## src/rtl/ea_pkg.sv

```systemverilog
package ea_pkg;
  localparam int EXT_W    = 16;
  localparam int NUM_REGS = 8;
  localparam int REG_W    = 3;
  localparam int MODE_W   = 3;
  localparam int SIZE_W   = 2;
  localparam int MASK_W   = 12;
  localparam int ADV_W    = 3;
  localparam int EXT_BASE = 7;   // mask bit of mode 7, register field 0

  typedef enum logic [3:0] {
    K_DREG, K_AREG, K_IND, K_POST, K_PRE, K_DISP, K_IDX,
    K_ABSW, K_ABSL, K_PCD, K_PCX, K_IMM, K_BAD
  } ea_kind_e;
endpackage

```

## src/rtl/ea_decode.sv

```systemverilog
module ea_decode
  import ea_pkg::*;
(
  input  logic [MODE_W-1:0] mode,
  input  logic [REG_W-1:0]  rsel,
  input  logic [SIZE_W-1:0] size,
  input  logic [MASK_W-1:0] legal,
  output ea_kind_e          kind,
  output logic              illegal,
  output logic [1:0]        nwords,
  output logic [2:0]        step
);
  logic permit;

  always_comb begin
    kind = K_BAD;
    if (mode != 3'd7) begin
      kind = ea_kind_e'({1'b0, mode});
    end else begin
      case (rsel)
        3'd0:    kind = K_ABSW;
        3'd1:    kind = K_ABSL;
        3'd2:    kind = K_PCD;
        3'd3:    kind = K_PCX;
        3'd4:    kind = K_IMM;
        default: kind = K_BAD;
      endcase
    end
  end

  always_comb begin
    if (mode != 3'd7)   permit = legal[mode];
    else if (rsel <= 3'd4) permit = legal[EXT_BASE + int'(rsel)];
    else                permit = 1'b0;
  end

  assign illegal = !permit || (kind == K_PCX) || (kind == K_BAD) || (size == 2'd3);

  always_comb begin
    nwords = 2'd0;
    if (!illegal) begin
      case (kind)
        K_DISP, K_IDX, K_ABSW, K_PCD: nwords = 2'd1;
        K_ABSL:                       nwords = 2'd2;
        default:                      nwords = 2'd0;
      endcase
    end
  end

  always_comb begin
    case (size)
      2'd0:    step = 3'd1;
      2'd1:    step = 3'd2;
      default: step = 3'd4;
    endcase
  end
endmodule

```

## src/rtl/ea_fetch.sv

```systemverilog
module ea_fetch
  import ea_pkg::*;
(
  input  logic             clk,
  input  logic             rst_n,
  input  logic             load,
  input  logic [1:0]       nwords,
  input  logic             ext_ack,
  input  logic [EXT_W-1:0] ext_word,
  output logic             busy,
  output logic             last,
  output logic [EXT_W-1:0] hi_word
);
  logic             busy_q, busy_d;
  logic [1:0]       cnt_q, cnt_d;
  logic [EXT_W-1:0] hi_q, hi_d;
  logic             take;

  assign take = busy_q && ext_ack;
  assign last = take && (cnt_q == 2'd1);

  always_comb begin
    busy_d = busy_q;
    cnt_d  = cnt_q;
    hi_d   = hi_q;
    if (load) begin
      busy_d = 1'b1;
      cnt_d  = nwords;
    end else if (take) begin
      hi_d  = ext_word;
      cnt_d = cnt_q - 2'd1;
      if (cnt_q == 2'd1) busy_d = 1'b0;
    end
  end

  always_ff @(posedge clk or negedge rst_n) begin
    if (!rst_n) begin
      busy_q <= 1'b0;
      cnt_q  <= 2'd0;
      hi_q   <= '0;
    end else begin
      busy_q <= busy_d;
      cnt_q  <= cnt_d;
      if (take) hi_q <= hi_d;
    end
  end

  assign busy    = busy_q;
  assign hi_word = hi_q;

  assert_req_held_R10: assert property (@(posedge clk) disable iff (!rst_n)
    busy_q && !ext_ack |=> busy_q);
  assert_req_drops_R10: assert property (@(posedge clk) disable iff (!rst_n)
    last |=> !busy_q);
endmodule

```

## src/rtl/ea_addr_gen.sv

```systemverilog
module ea_addr_gen
  import ea_pkg::*;
#(
  parameter int DATA_W = 32
) (
  input  ea_kind_e                    kind,
  input  logic [REG_W-1:0]            rsel,
  input  logic [SIZE_W-1:0]           size,
  input  logic [2:0]                  step,
  input  logic [NUM_REGS*DATA_W-1:0]  areg,
  input  logic [NUM_REGS*DATA_W-1:0]  dreg,
  input  logic [DATA_W-1:0]           pc,
  input  logic [DATA_W-1:0]           imm_ptr,
  input  logic [EXT_W-1:0]            hi_word,
  input  logic [EXT_W-1:0]            lo_word,
  output logic                        is_reg,
  output logic [REG_W:0]              reg_ref,
  output logic [DATA_W-1:0]           addr,
  output logic                        wb_en,
  output logic [DATA_W-1:0]           wb_val,
  output logic [ADV_W-1:0]            pc_adv
);
  localparam int PAIR_W = 2 * EXT_W;

  function automatic logic [DATA_W-1:0] sx16(input logic [EXT_W-1:0] v);
    return {{(DATA_W-EXT_W){v[EXT_W-1]}}, v};
  endfunction

  function automatic logic [DATA_W-1:0] sx8(input logic [7:0] v);
    return {{(DATA_W-8){v[7]}}, v};
  endfunction

  logic [DATA_W-1:0] base, xval, index, stepx;
  logic [REG_W-1:0]  xnum;
  logic [PAIR_W-1:0] pair;

  assign base  = areg[int'(rsel)*DATA_W +: DATA_W];
  assign xnum  = lo_word[14:12];
  assign xval  = lo_word[15] ? areg[int'(xnum)*DATA_W +: DATA_W]
                             : dreg[int'(xnum)*DATA_W +: DATA_W];
  assign index = lo_word[11] ? xval : sx16(xval[EXT_W-1:0]);
  assign stepx = DATA_W'(step);
  assign pair  = {hi_word, lo_word};

  always_comb begin
    is_reg  = 1'b0;
    reg_ref = '0;
    addr    = '0;
    wb_en   = 1'b0;
    wb_val  = '0;
    pc_adv  = '0;
    case (kind)
      K_DREG: begin is_reg = 1'b1; reg_ref = {1'b0, rsel}; end
      K_AREG: begin is_reg = 1'b1; reg_ref = {1'b1, rsel}; end
      K_IND:  addr = base;
      K_POST: begin addr = base; wb_en = 1'b1; wb_val = base + stepx; end
      K_PRE:  begin addr = base - stepx; wb_en = 1'b1; wb_val = base - stepx; end
      K_DISP: begin addr = base + sx16(lo_word); pc_adv = 3'd2; end
      K_IDX:  begin addr = base + sx8(lo_word[7:0]) + index; pc_adv = 3'd2; end
      K_ABSW: begin addr = sx16(lo_word); pc_adv = 3'd2; end
      K_ABSL: begin addr = DATA_W'(pair); pc_adv = 3'd4; end
      K_PCD:  begin addr = pc + sx16(lo_word); pc_adv = 3'd2; end
      K_IMM: begin
        addr   = imm_ptr + ((size == 2'd0) ? DATA_W'(1) : DATA_W'(0));
        pc_adv = (size == 2'd2) ? 3'd4 : 3'd2;
      end
      default: ;
    endcase
  end
endmodule

```

## src/rtl/ea_calc_unit.sv

```systemverilog
module ea_calc_unit
  import ea_pkg::*;
#(
  parameter int DATA_W = 32
) (
  input  logic                       clk,
  input  logic                       rst_n,
  input  logic                       start_i,
  input  logic [2:0]                 mode_i,
  input  logic [2:0]                 reg_i,
  input  logic [1:0]                 size_i,
  input  logic [11:0]                legal_i,
  input  logic [8*DATA_W-1:0]        areg_i,
  input  logic [8*DATA_W-1:0]        dreg_i,
  input  logic [DATA_W-1:0]          pc_i,
  input  logic [DATA_W-1:0]          imm_ptr_i,
  output logic                       ext_req_o,
  input  logic                       ext_ack_i,
  input  logic [15:0]                ext_word_i,
  output logic                       done_o,
  output logic                       illegal_o,
  output logic                       is_reg_o,
  output logic [3:0]                 reg_ref_o,
  output logic [DATA_W-1:0]          addr_o,
  output logic                       wb_en_o,
  output logic [2:0]                 wb_reg_o,
  output logic [DATA_W-1:0]          wb_val_o,
  output logic [2:0]                 pc_adv_o
);
  logic              busy, last, accept, finish;
  logic [EXT_W-1:0]  hi_word;
  logic [MODE_W-1:0] mode_q, cur_mode;
  logic [REG_W-1:0]  reg_q, cur_reg;
  logic [SIZE_W-1:0] size_q, cur_size;
  logic [MASK_W-1:0] legal_q, cur_legal;

  ea_kind_e          kind;
  logic              dec_illegal;
  logic [1:0]        dec_nwords;
  logic [2:0]        dec_step;

  logic              g_is_reg, g_wb_en;
  logic [REG_W:0]    g_ref;
  logic [DATA_W-1:0] g_addr, g_wb_val;
  logic [ADV_W-1:0]  g_adv;

  logic              done_d, ill_d, isreg_d, wb_en_d;
  logic [REG_W:0]    ref_d;
  logic [DATA_W-1:0] addr_d, wbv_d;
  logic [REG_W-1:0]  wbr_d;
  logic [ADV_W-1:0]  adv_d;

  assign accept    = start_i && !busy;
  assign cur_mode  = busy ? mode_q  : mode_i;
  assign cur_reg   = busy ? reg_q   : reg_i;
  assign cur_size  = busy ? size_q  : size_i;
  assign cur_legal = busy ? legal_q : legal_i;

  ea_decode u_dec (
    .mode(cur_mode), .rsel(cur_reg), .size(cur_size), .legal(cur_legal),
    .kind(kind), .illegal(dec_illegal), .nwords(dec_nwords), .step(dec_step)
  );

  ea_fetch u_fetch (
    .clk(clk), .rst_n(rst_n), .load(accept && (dec_nwords != 2'd0)),
    .nwords(dec_nwords), .ext_ack(ext_ack_i), .ext_word(ext_word_i),
    .busy(busy), .last(last), .hi_word(hi_word)
  );

  ea_addr_gen #(.DATA_W(DATA_W)) u_gen (
    .kind(kind), .rsel(cur_reg), .size(cur_size), .step(dec_step),
    .areg(areg_i), .dreg(dreg_i), .pc(pc_i), .imm_ptr(imm_ptr_i),
    .hi_word(hi_word), .lo_word(ext_word_i),
    .is_reg(g_is_reg), .reg_ref(g_ref), .addr(g_addr),
    .wb_en(g_wb_en), .wb_val(g_wb_val), .pc_adv(g_adv)
  );

  assign finish = (accept && (dec_nwords == 2'd0)) || last;

  always_comb begin
    done_d  = finish;
    ill_d   = illegal_o;
    isreg_d = is_reg_o;
    ref_d   = reg_ref_o;
    addr_d  = addr_o;
    wb_en_d = wb_en_o;
    wbr_d   = wb_reg_o;
    wbv_d   = wb_val_o;
    adv_d   = pc_adv_o;
    if (finish) begin
      ill_d   = dec_illegal;
      isreg_d = g_is_reg && !dec_illegal;
      ref_d   = dec_illegal ? '0 : g_ref;
      addr_d  = dec_illegal ? '0 : g_addr;
      wb_en_d = g_wb_en && !dec_illegal;
      wbr_d   = cur_reg;
      wbv_d   = dec_illegal ? '0 : g_wb_val;
      adv_d   = dec_illegal ? '0 : g_adv;
    end
  end

  always_ff @(posedge clk or negedge rst_n) begin
    if (!rst_n) begin
      mode_q  <= '0;
      reg_q   <= '0;
      size_q  <= '0;
      legal_q <= '0;
    end else if (accept) begin
      mode_q  <= mode_i;
      reg_q   <= reg_i;
      size_q  <= size_i;
      legal_q <= legal_i;
    end
  end

  always_ff @(posedge clk or negedge rst_n) begin
    if (!rst_n) begin
      done_o    <= 1'b0;
      illegal_o <= 1'b0;
      is_reg_o  <= 1'b0;
      reg_ref_o <= '0;
      addr_o    <= '0;
      wb_en_o   <= 1'b0;
      wb_reg_o  <= '0;
      wb_val_o  <= '0;
      pc_adv_o  <= '0;
    end else begin
      done_o    <= done_d;
      illegal_o <= ill_d;
      is_reg_o  <= isreg_d;
      reg_ref_o <= ref_d;
      addr_o    <= addr_d;
      wb_en_o   <= wb_en_d;
      wb_reg_o  <= wbr_d;
      wb_val_o  <= wbv_d;
      pc_adv_o  <= adv_d;
    end
  end

  assign ext_req_o = busy;

  assert_illegal_quiet_R9: assert property (@(posedge clk) disable iff (!rst_n)
    done_o && illegal_o |-> !wb_en_o && !is_reg_o && (pc_adv_o == 3'd0));
  assert_done_idle_R10: assert property (@(posedge clk) disable iff (!rst_n)
    done_o |-> !ext_req_o);
  assert_fetch_begins_R10: assert property (@(posedge clk) disable iff (!rst_n)
    accept && (dec_nwords != 2'd0) |=> ext_req_o && !done_o);
  assert_regref_plain_R2: assert property (@(posedge clk) disable iff (!rst_n)
    done_o && is_reg_o |-> !wb_en_o && (pc_adv_o == 3'd0));
endmodule

```

## config.mk

```make
export PLATFORM = sky130hd
export DESIGN_NAME = ea_calc_unit
export DESIGN_NICKNAME = d
export VERILOG_FILES = /design/src/rtl/ea_pkg.sv /design/src/rtl/ea_decode.sv /design/src/rtl/ea_fetch.sv /design/src/rtl/ea_addr_gen.sv /design/src/rtl/ea_calc_unit.sv
export SDC_FILE = /design/constraint.sdc
export NUM_CORES = 1
export LEC_CHECK = 0
export BUFFER_PORTS_ARGS = -buffer_cell sky130_fd_sc_hd__buf_2
export CORE_AREA = 2 2 268 270
export CTS_CLUSTER_DIAMETER = 80
export CTS_CLUSTER_SIZE = 14
export DETAILED_ROUTE_END_ITERATION = 16
export DIE_AREA = 0 0 270 272
export MAX_ROUTING_LAYER = met4
export PLACE_DENSITY = 0.54
export SKIP_LAST_GASP = 1
export SLEW_MARGIN = 20
export SYNTH_ARGS = -nofsm -noshare
export SYNTH_HDL_FRONTEND = slang
export SYNTH_SLANG_ARGS = --single-unit
```

## constraint.sdc

```tcl
create_clock -name clk -period 9.34 [get_ports clk]
set_clock_uncertainty 0.2 [all_clocks]
set_input_delay 1.401 -clock clk [delete_from_list [all_inputs] [get_ports clk]]
set_output_delay 1.401 -clock clk [all_outputs]
set_load 0.03 [all_outputs]
```

==> flow_metrics.env, run 1 <==
export IMPL_fmax_mhz=136
export IMPL_yosysTopAreaCell="mux4_2"
export IMPL_dr_pass1_iters=6
export IMPL_die_area_um2=73400
export IMPL_synth_edf_count=0
export IMPL_dp_final_hpwl_um=97500
export IMPL_finalSetupViolCount=0
export IMPL_worstSetupStartpointType="flip-flop"
export IMPL_path_clk_slew_ps=60
export IMPL_routed_via_density=5.95
export IMPL_finalMaxSlewViolations=0
export IMPL_synth_nets=3095
export IMPL_post_route_period_util_pct=79.0
export IMPL_async_reset_ff_share_pct=100
export IMPL_drc=0
export IMPL_place_congestion=0.964
export IMPL_portBuffers=693
export IMPL_routedWlPerCell_um=29.9
export IMPL_cts_hold_buf=0
export IMPL_required_ps=9440
export IMPL_rows=98
export IMPL_areaGrowthSynthToFinish_pct=24.8
export IMPL_syn_avg_cell_area_um2=8.50
export IMPL_antenna_found_initial=47
export IMPL_initial_utilization_pct=28.4
export IMPL_routed_via_count=23500
export IMPL_ys_types=101
export IMPL_synth_seq_area_share_pct=14.4
export IMPL_die_x_um=270
export IMPL_ys_top_cells_by_area="mux4_2, dfrtp_1, nand2_1"
export IMPL_grt_pass1_wl_um=167000
export IMPL_cts_root_buf="clkbuf_16"
export IMPL_dominantRegCellSynth="dfrtp_1"
export IMPL_grt_pass1_vias=22700
export IMPL_cts_tree="done"
export IMPL_grt_total_usage_pct=32.1
export IMPL_drv_cap=0
export IMPL_syn_area_um2=20100
export IMPL_rsz0062_at_grt="no"
export IMPL_cts_made_buffers=17
export IMPL_pin_count=695
export IMPL_placed_area_um2=24300
export IMPL_endpoint_kind="flip-flop"
export IMPL_hold_viol_final=0
export IMPL_ant_nets=0
export IMPL_htreeDepth=4
export IMPL_max_clock_path_buffers=2
export IMPL_drive_gt1_share_pct=34.9
export IMPL_die_h_um=272
export IMPL_synth_cells=2363
export IMPL_grt_max_degree=64
export IMPL_hold_path_class="flip-flop to flip-flop"
export IMPL_fin_crit_ps=7380
export IMPL_worst_slew_pin_slew_ps=1140
export IMPL_synth_warnings=0
export IMPL_critical_path_class="flip-flop to flip-flop"
export IMPL_worstPathMaxFanout=48
export IMPL_synth_top_area_share_pct=18.3
export IMPL_slew_headroom_pct=23.7
export IMPL_grt_ovfl_total=0
export IMPL_status="complete, no violations"
export IMPL_clock_sinks=116
export IMPL_core_um2=70800
export IMPL_cts_setup_buffers=0
export IMPL_final_cell_area_um2=25100
export IMPL_cp_arrival_ps=7480
export IMPL_totalNegativeSetupSlack_ps=0
export IMPL_first_iter_violations=2610
export IMPL_synth_seq_cells=116
export IMPL_drt_wl_total_um=118000
export IMPL_nets=3672
export IMPL_peakVddDrop_mv=0.157
export IMPL_p_per_area_nw_per_um2=361
export IMPL_clock_latency_ps=450
export IMPL_power_leakage_nw=11.0
export IMPL_cts_resized_gates=0
## stage by stage
step | setup WS (ps) | hold WS, ps | util, % | power, W | cells
after floorplan | 2120 | 240 | - | 0.00584 | 2363
after global placement | 1760 | 258 | 34.4 | 0.00815 | 3871
final | 1960 | 270 | 35.4 | 0.00905 | 3946
after CTS | 2040 | 273 | 35.3 | 0.00889 | 3903
after global routing | 1570 | 287 | 35.4 | 0.00962 | 3938
after detailed placement | 1740 | 256 | 34.4 | 0.00812 | 3871
## worst max-delay path, cell delays in order (launching register included)
cell,delay [ps]
dfrtp_4,760
buf_4,590
mux2i_4,390
buf_4,440
o221a_2,460
a31oi_1,120
o22ai_1,860
inv_1,180
fa_1,500
ha_1,370
o21ai_0,130
nor3_1,300
o221ai_1,220
o21ba_2,270
o21a_1,250
o21ai_0,370
a2111oi_0,180
a41o_1,240
a221oi_1,240
o21ai_0,110
## kinds of logic (layout without fill, tap and decap cells)
logic type | count (synthesis) | in the layout | share of synthesized area (%)
xor+xnor | 122 | 122 | 5.32
other cells | 1 | 44 | 0.0187
flops | 116 | 116 | 14.4
simple gates | 759 | 759 | 17.9
compound gates | 751 | 751 | 25.3
buf+inv | 244 | 834 | 5.38
fa+ha+maj | 116 | 116 | 8.53
mux | 254 | 254 | 23.1
## placed cells by master, fill, tap and decap left out, types with 51 or more instances in the layout
cell / netlist / layout
nand2_1: 277 / 277
nor2_1: 209 / 209
buf_4: 12 / 54
mux4_2: 163 / 163
a21oi_1: 167 / 167
ha_1: 81 / 81
xnor2_1: 82 / 82
dfrtp_1: 116 / 114
mux2i_1: 55 / 53
o21ai_0: 156 / 156
buf_2: 42 / 689
inv_1: 51 / 51
nand3_1: 64 / 64
## path summary, 6_finish.rpt
| path | end | from | slack [ps] | cells past startpoint |
|---|---|---|---|---|
| setup / recovery | addr_o[28] | u_fetch.busy | 1960 | 19 |
| hold / removal | is_reg_o | is_reg_o | 270 | 1 |
| hold reg to reg | is_reg_o | is_reg_o | 270 | 1 |
| min in group asynchronous | addr_o[0] | rst_n | 700 | 1 |
| setup reg to reg | addr_o[28] | u_fetch.busy | 1960 | 19 |
| max in group asynchronous | u_fetch.busy | rst_n | 7140 | 2 |
## routing by layer
metal / share of wire, % / vias up / routed length (um) / global-route usage, %
li1: - / 10300 / - / -
met1: 42 / 11600 / 49200 / 41.9
met2: 46 / 1450 / 54500 / 49.6
met3: 8.0 / 176 / 9450 / 4.58
met4: 4.2 / 0 / 5010 / 13.7
met5: 0 / - / 0 / -
## where the power goes
group	internal [W]	switching [W]
Clock	0.000454	0.000276
Combinational	0.00265	0.00480
Sequential	0.000700	0.000171
Total	0.00381	0.00524
## cells in the mapped netlist, types with 11 or more instances
cell,n
a31oi_1,17
a211oi_1,23
nand2b_1,31
a22o_1,22
a22oi_1,17
buf_2,42
inv_1,51
xnor2_1,82
o21a_1,18
a21oi_1,167
and3_1,30
nor2b_1,16
mux2_2,34
mux4_2,163
o221ai_1,24
ha_1,81
nor2_1,209
buf_1,13
a221oi_1,22
nand3_1,64
a221o_1,11
mux2i_1,55
clkbuf_1,111
nand4_1,27
dfrtp_1,116
a21o_1,37
o22a_1,11
nand2_1,277
o21bai_1,36
o21ai_0,156
o22ai_1,36
buf_4,12
nor3_1,38
xor2_1,40
fa_1,35
o211ai_1,42
## flip-flops by register name, indices dropped and copies added (netlist names)
| signal | cells |
|---|---|
| mode_q | 3 |
| done_o | 1 |
| addr_o | 32 |
| is_reg_o | 1 |
| wb_val_o | 32 |
| u_fetch.hi_word | 16 |
| u_fetch.busy | 1 |
| size_q | 2 |
| reg_ref_o | 4 |
| wb_en_o | 1 |
| reg_q | 3 |
| wb_reg_o | 3 |
| u_fetch.cnt_q | 2 |
| illegal_o | 1 |
| legal_q | 12 |
| pc_adv_o | 2 |
## layout make-up
| type | instances | area [um2] |
|---|---|---|
| fillers | 7470 | 45700 |
| multi-input cells | 2003 | 16200 |
| repair buffers | 745 | 3880 |
| flip-flops and latches | 116 | 2910 |
| well taps | 950 | 1190 |
| clock buffers | 20 | 447 |
| inverters | 57 | 215 |
| clock inverters | 12 | 178 |
| diodes | 43 | 108 |
(Power assumes the default switching activity.)
==> run 2, diff against run 1 <==
Settings changed: PLACE_DENSITY 0.54 to 0.56.
Clock period 9.34 ns to 6.35 ns, I/O delays scaled along.
==> run 2 against run 1 <==
  * Count of clock-buffer cells in the layout down 3
  * Fmax up 22%
  * Largest power group unchanged
  * Routed wire length up 2.9%
  * Register-to-register slack worse by 1700 ps
  * Sequential share of layout area down 0.33 points
  * Via count up 3.1%
  * Setup slack worse by 1700 ps
  * Worst hold slack better by 5.1 ps
  * Non-clock buffer count up 89
  * Critical endpoint unchanged
  * Power up 50%
  * Global-route usage up 0.58 points
==> flow_metrics.env, run 2 (synthesis gave the netlist of run 1 again) <==
export IMPL_cts_made_buffers=17
export IMPL_place_congestion=1.00
export IMPL_rsz0062_at_grt="no"
export IMPL_areaGrowthSynthToFinish_pct=28.4
export IMPL_ant_nets=0
export IMPL_final_cells=4035
export IMPL_placedCellCount=3960
export IMPL_nets=3761
export IMPL_die_area_um2=73400
export IMPL_clock_sinks=116
export IMPL_cts_setup_buffers=0
export IMPL_power_leakage_nw=11.5
export IMPL_finalSetupViolCount=0
export IMPL_totalNegativeSetupSlack_ps=0
export IMPL_r2r_cells=18
export IMPL_status="complete, no violations"
export IMPL_die_x_um=270
export IMPL_routed_via_density=6.00
export IMPL_drt_wl_total_um=122000
export IMPL_p_per_area_nw_per_um2=528
export IMPL_cts_hold_buf=0
export IMPL_rows=98
export IMPL_htreeDepth=4
export IMPL_dp_final_hpwl_um=101000
export IMPL_drv_cap=0
export IMPL_place_ws_ps=90.9
export IMPL_cpMaxStageDelayCell="dfrtp_4"
export IMPL_drive_gt1_share_pct=36.9
export IMPL_final_util_pct=36.5
export IMPL_post_route_period_util_pct=95.1
export IMPL_path_clk_slew_ps=60
export IMPL_grt_ovfl_total=0
export IMPL_mostFrequentLayoutCell="buf_2"
export IMPL_required_ps=6470
export IMPL_fmax_mhz=166
export IMPL_peakVddDrop_mv=0.268
export IMPL_worstPathMaxFanout=13
export IMPL_pin_count=695
export IMPL_final_cell_mix="buf_2, nand2_1, nor2_1"
export IMPL_grt_pass1_vias=23000
export IMPL_drc=0
export IMPL_portBuffers=693
export IMPL_cts_resized_gates=0
export IMPL_grt_pass1_wl_um=169000
export IMPL_cts_root_buf="clkbuf_16"
export IMPL_clock_latency_ps=450
export IMPL_cp_arrival_ps=6160
export IMPL_cp_cell_sequence="buf_4, or3b_1, and2_1, a2bb2oi_1, o22ai_1, inv_1, fa_1, ha_1, o21ai_0, nor3_1, o221ai_1, o21ba_2, o21a_1, o21ai_0, a2111oi_0, a41o_1, a221oi_1, o21ai_0"
export IMPL_worst_slew_pin_slew_ps=1110
export IMPL_hold_path_class="flip-flop to flip-flop"
export IMPL_initial_utilization_pct=28.4
export IMPL_first_iter_violations=2708
export IMPL_hold_viol_final=0
export IMPL_routedWlPerCell_um=30.1
export IMPL_max_clock_path_buffers=2
export IMPL_slew_headroom_pct=25.9
export IMPL_antenna_found_initial=56
export IMPL_finalMaxSlewViolations=0
export IMPL_max_stage_delay_ps=600
export IMPL_setup_slack_ps=309
export IMPL_min_delay_path_depth=2
export IMPL_critical_path_class="flip-flop to flip-flop"
export IMPL_worstSetupStartpointType="flip-flop"
export IMPL_routed_via_count=24200
export IMPL_cts_tree="done"
export IMPL_fin_crit_ps=6040
export IMPL_grt_total_usage_pct=32.6
export IMPL_die_h_um=272
export IMPL_fill_cells=7492
export IMPL_endpoint_kind="flip-flop"
export IMPL_path_common_cell="o21ai_0"
export IMPL_core_um2=70800
export IMPL_grt_max_degree=59
export IMPL_dr_pass1_iters=6
-- run 2: changes by cell type in the layout (fill, tap and decap cells not counted), moves of 2 or more --
cell,previous run,this run
buf_12,0,8
buf_4,54,136
bufinv_16,4,2
clkbuf_1,2,0
clkinv_2,3,1
clkinv_4,0,2
inv_6,2,6
-- run 2: critical path: cells and delay by family (launching register included) --
family	cells	cell delay [ps]
AOI/OAI and AO/OA	11	2660
DFF	1	600
adders and majority gates	2	840
buffers and inverters	2	440
and+or+nand+nor	3	1160
-- run 2: through the flow --
step / instance area, um2 / hold slack (ps) / total power (W)
6_report: 25800 / 275 / 0.0136
5_1_grt: 25800 / 290 / 0.0145
4_1_cts: 25700 / 280 / 0.0133
3_5_place_dp: 25100 / 263 / 0.0123
3_3_place_gp: 25100 / 255 / 0.0123
2_1_floorplan: 20100 / 240 / 0.00861
-- run 2: worst paths after layout --
path	start	to	slack [ps]
worst max-delay path	u_fetch.busy	addr_o[28]	310
worst max register to register	u_fetch.busy	addr_o[28]	310
worst min-delay path	size_q[1]	size_q[1]	280
max in group asynchronous	rst_n	u_fetch.busy	4440
min in group asynchronous	rst_n	addr_o[12]	390
worst min register to register	size_q[1]	size_q[1]	280
-- run 2: report_power, final --
part	internal, W	switching, W
registers	0.00103	0.000245
logic	0.00418	0.00714
clock network	0.000588	0.000433
-- run 2: area by class of cell --
type                            instances  area (um2)  area share (%)
Antenna cell                           43         108           0.417
Clock buffer                           17         425            1.65
Clock inverter                         15         171           0.664
Inverter                               57         215           0.834
Multi-Input combinational cell       2003       16100            62.5
Sequential cell                       116        2910            11.3
Tap cell                              950        1190            4.61
Timing Repair Buffer                  834        4650            18.0
-- run 2: per-layer routing --
metal	global-route usage, %	up-vias	share of wire [%]
li1	-	10400	-
met1	42.3	11900	41
met2	50.1	1588	45
met3	5.87	244	9.0
met4	13.8	0	4.1
met5	-	-	0
